`src/rtl/sdm_dem_mod.sv`:
```
module sdm_dem_mod #(
  parameter int IN_W = 16,
  parameter int HOLD = 25,
  parameter int NEL  = 8
) (
  input  logic                         clk,
  input  logic                         rst_n,
  input  logic                         tick,
  input  logic signed [IN_W-1:0]       sample_in,
  output logic [$clog2(NEL+1)-1:0]     level,
  output logic [NEL-1:0]               elem_en
);
  localparam int LVL_W = $clog2(NEL + 1);
  localparam int PTR_W = $clog2(NEL);
  localparam int CNT_W = (HOLD > 1) ? $clog2(HOLD) : 1;
  localparam int W     = IN_W + 3;
  localparam int QSH   = IN_W - 1 - $clog2(NEL / 2);
  localparam logic signed [W-1:0] QP   = W'(1) <<< QSH;
  localparam logic signed [W-1:0] QN   = -QP;
  localparam logic signed [W-1:0] HALF = QP >>> 1;
  localparam logic signed [W-1:0] MID  = W'(NEL / 2);
  localparam logic signed [W-1:0] TOP  = W'(NEL);

  logic [CNT_W-1:0]        hold_cnt;
  logic signed [IN_W-1:0]  x_q;
  logic signed [W-1:0]     e1, e2;
  logic [PTR_W-1:0]        ptr;

  logic signed [W-1:0]     v, r, kraw, y, e_raw, e_sat;
  logic [LVL_W-1:0]        k;
  logic [NEL-1:0]          pattern;

  assign v     = W'(x_q) - (e1 <<< 1) + e2;
  assign r     = (v + HALF) >>> QSH;
  assign kraw  = r + MID;
  assign k     = (kraw < 0) ? '0 : (kraw > TOP) ? LVL_W'(NEL) : LVL_W'(kraw);
  assign y     = ($signed({{(W-LVL_W){1'b0}}, k}) - MID) <<< QSH;
  assign e_raw = y - v;
  assign e_sat = (e_raw > QP) ? QP : (e_raw < QN) ? QN : e_raw;

  for (genvar i = 0; i < NEL; i++) begin : g_elem
    logic [PTR_W-1:0] rel;
    assign rel        = PTR_W'(i) - ptr;
    assign pattern[i] = {{(LVL_W-PTR_W){1'b0}}, rel} < k;
  end

  always_ff @(posedge clk) begin
    if (!rst_n) begin
      hold_cnt <= '0;
      x_q      <= '0;
    end else if (tick) begin
      if (hold_cnt == '0) begin
        x_q      <= sample_in;
        hold_cnt <= CNT_W'(HOLD - 1);
      end else begin
        hold_cnt <= hold_cnt - 1'b1;
      end
    end
  end

  always_ff @(posedge clk) begin
    if (!rst_n) begin
      e1      <= '0;
      e2      <= '0;
      ptr     <= '0;
      level   <= '0;
      elem_en <= '0;
    end else if (tick) begin
      e2      <= e1;
      e1      <= e_sat;
      ptr     <= ptr + k[PTR_W-1:0];
      level   <= k;
      elem_en <= pattern;
    end
  end
endmodule

```
`config.mk`:
```
export PLATFORM = sky130hd
export DESIGN_NAME = sdm_dem_mod
export DESIGN_NICKNAME = d
export VERILOG_FILES = /design/src/rtl/sdm_dem_mod.sv
export SDC_FILE = /design/constraint.sdc
export NUM_CORES = 1
export LEC_CHECK = 0
export BUFFER_PORTS_ARGS = -buffer_cell sky130_fd_sc_hd__buf_2
export CAP_MARGIN = 20
export CORE_UTILIZATION = 60
export DETAILED_ROUTE_END_ITERATION = 12
export GPL_TIMING_DRIVEN = 0
export PLACE_DENSITY = 0.78
export SYNTH_ARGS = -nofsm -noshare
export SYNTH_HDL_FRONTEND = slang
export SYNTH_SLANG_ARGS = --single-unit
```
`constraint.sdc`:
```
create_clock -name clk -period 8.5 [get_ports clk]
set_clock_uncertainty 0.05 [all_clocks]
set_input_delay 1.7 -clock clk [delete_from_list [all_inputs] [get_ports clk]]
set_output_delay 1.7 -clock clk [all_outputs]
set_load 0.01 [all_outputs]
```
==> results.txt <==
The run finished, with violations left. The final reports fail on DRC. In the final routed layout, each cell accounts on average for 15.78 um.

Routability-driven placement finished with a final weighted congestion of 0.9708. Total DRC errors in the routed layout: 1. Endpoint kind of the worst setup timing path: a flop. The highest clock frequency the design can meet was 126.7 MHz. The clock net in this run drives a total of 74 sinks. In this run, CTS created clock tree buffers numbering 9. For flop-to-flop paths, the worst setup slack is 0.61 ns. The kind of critical path is reg -> reg.

Setup repair after global routing left no endpoint under its margin. The total number of placement rows was 34; the total number of vias was 4957. Entering global routing, the biggest net connects 13 pins. In the layout the commonest cells are inv_1, nand2_1, dfxtp_1, nor2_1, ha_1. Max-cap violations in this run came to 0.

The minimum hold slack is 0.4068 ns. The repair_antennas step left the layout with diodes totalling 0. The detail route stage leaves a number of antenna-violating nets equal to 0. The clock transition at the register clock pins on the worst setup and hold paths after CTS is 0.08 ns. The floorplan step defined a die boundary enclosing 0.009688 mm2. The basic-gate share of the synthesized area counting and, or, nand and nor cells was 0.1713; the clock period minus worst slack was 7.894 ns. The tools report the sequential cell area fraction in the yosys report as 0.2655.

The critical path starts at x_q[11]. The standard cell core area is 0.008848 mm2, and the net count of the mapped netlist is 766. Main combinational cell family by area after synthesis: compound AO/OA/AOI/OAI gates. The maximum count of clock buffers along a single path was 2; the number of nets at the end of the flow was 808. The placed wire-length estimate after detailed placement is 10160 um, and the mapped cell area is 0.005579 mm2. The library cell used most frequently in the layout, excluding fill and tap cells, is inv_1.

The post-synthesis mux area share is 0.03969, and the biggest fanout along the worst timing path is 10. The critical-path cell with the highest stage delay was a221oi_1. The warning count from the yosys run was 0.

The most common flop cell mapped by yosys is dfxtp_1. The number of instances in the synthesized netlist is 684, and the number of enable flip-flop cells after synthesis is 0. In this run the count of I/O pins placed on the die edge is 31.

The first TritonRoute pass finished after 9 iterations. The cell sitting at the root of the clock tree is a clkbuf_8. The post-synthesis share of cell area spent on full adders, half adders and majority gates works out to 0.1669. After synthesis the netlist holds a flip-flop and latch count of 74. The async set-or-reset flop fraction in the synthesized netlist is 0, and the via count of the first global-routing pass is 4782. The run gives 71 as the number of different library cells in the post-synthesis netlist. The path class of the tightest hold or removal check is reg -> reg. The number of antenna violations at the first check in global routing was 0.

The startpoint identified for the worst register-to-register timing path is x_q[11]. Dividing the synthesized area by the synthesized cell count gives 8.157 um2. TritonCTS built the clock tree.

For this design, the CTS-stage hold fixing added 0 buffers. Measured along the x axis, the die boundary spans 98.43 um. The arrival time reported for the critical path endpoint is 8.11 ns. The routed via count divided by cell count works out to 5.915. The final period utilization is 0.9287. The compound-cell area share of the yosys netlist was 0.2175; the setup TNS after final layout was 0 ns. The worst stage delay on the critical path works out to 0.56 ns. STA puts the critical path data required time at 8.71 ns. The run gives 3 as the level count of the clock H-tree.

The run gives 233 as the count of routing violations after the opening detailed-route iteration. The layout overhead on the synthesized area was 8.881%; the fraction of layout instances using a drive strength above 1 was 0.09726. The first global-routing pass estimated 22470 um of wire. For the clock latency on the worst-skew pair, the log shows 0.35 ns. The overall fraction of global-route tracks in use is 0.2887. The tools report the max-slew violation total from the final report as 0.

The relative max-transition margin was 0.3492. The hold violation total from the final report was 0. The run gives 0 as the setup-violating endpoint count in the final report. The total overflow left after global routing is 0. The worst hold path begins at x_q[7].

The area share of the largest cell type after synthesis came out at 0.2655. Summed over all instances, the cell type with the most area after synthesis is dfxtp_1. The final layout contains routed wiring with a total length of 13230 um. The startpoint type of the worst setup path is a flop.

After synthesis, the cell types taking the most area are dfxtp_1, ha_1, fa_1, inv_1, nand2_1. The transition time at the pin with the least slew margin was 0.9762 ns; the count of input and output buffers was 29. For the effective utilization at floorplan, the log shows 0.6305. The height of the chip works out to 98.43 um. The post-synthesis share of cell area spent on xor and xnor gates is 0.06279.
[metal layers]
| metal | up-vias | global-route usage | wire (um) |
|---|---|---|---|
| met3 | 24 | 0.03901 | 645 |
| met1 | 2357 | 0.3733 | 5990 |
| li1 | 2442 | - | - |
| met2 | 134 | 0.4957 | 6310 |
| met5 | - | 0 | 0 |
| met4 | 0 | 0.1033 | 280 |
[final cells by class]
cell class	instances	area [um2]
multi-input combinational	499	3672
inverter	88	330.3
clock buffer	11	151.4
timing repair buffer	31	157.7
sequential	74	1481
tap	108	135.1
fill	759	2774
clock inverter	4	51.30
buffer	23	95.09
[cell usage after synthesis, types with 12 or more instances]
cell type and count:
o21a_1 12, mux2i_1 21, o21ai_0 28, a31oi_1 12, inv_1 87, dfxtp_1 74
nand2_1 78, a21oi_1 39, clkbuf_1 20, a21o_1 17, fa_1 19, xnor2_1 29
ha_1 44, nor2_1 51
[what timing repair did]
action | 4_1_cts | 5_1_grt
setup buffers | 0 | 1
setup endpoints to repair | 0 | 3
gates resized for setup | 0 | 0
[stage by stage]
step	instances	utilization	worst slack (ns)	area [um2]
2_1_floorplan	684	-	1.630	5579
3_3_place_gp	821	0.6622	0.7049	5859
3_5_place_dp	821	0.6622	0.5917	5859
4_1_cts	836	0.6851	0.5230	6062
5_1_grt	838	0.6865	0.1589	6075
6_report	838	0.6865	0.6059	6075
[sequential cells by signal, summed over array words and instances, names as in the netlist]
name      flops
e1           19
e2           19
x_q          16
elem_en       8
hold_cnt      5
level         4
ptr           3
[worst paths after layout]
path	endpoint	cells after the start
worst max-delay path	e1[6]	30
worst min-delay path	x_q[7]	2
worst max register to register	e1[6]	30
worst min register to register	x_q[7]	2
[worst max-delay path: cells and delay by family, from the launching register on]
family,cells,cell delay (ns)
adder cells (fa/ha/maj),6,2.00
AND/OR/NAND/NOR,8,2.38
XOR/XNOR,2,0.46
AO/OA/AOI/OAI,6,1.60
buffers and inverters,8,0.97
flip-flops,1,0.33
[logic make-up after synthesis]
logic type,Yosys count
AOI/OAI and AO/OA,174
xor gates and xnor gates,40
buffers and inverters,111
and+or+nand+nor,200
muxes,22
DFF,74
adders and majority gates,63
Power is not shown: default switching activity piles up to over one toggle a cycle in this logic, so the estimate is an artifact.
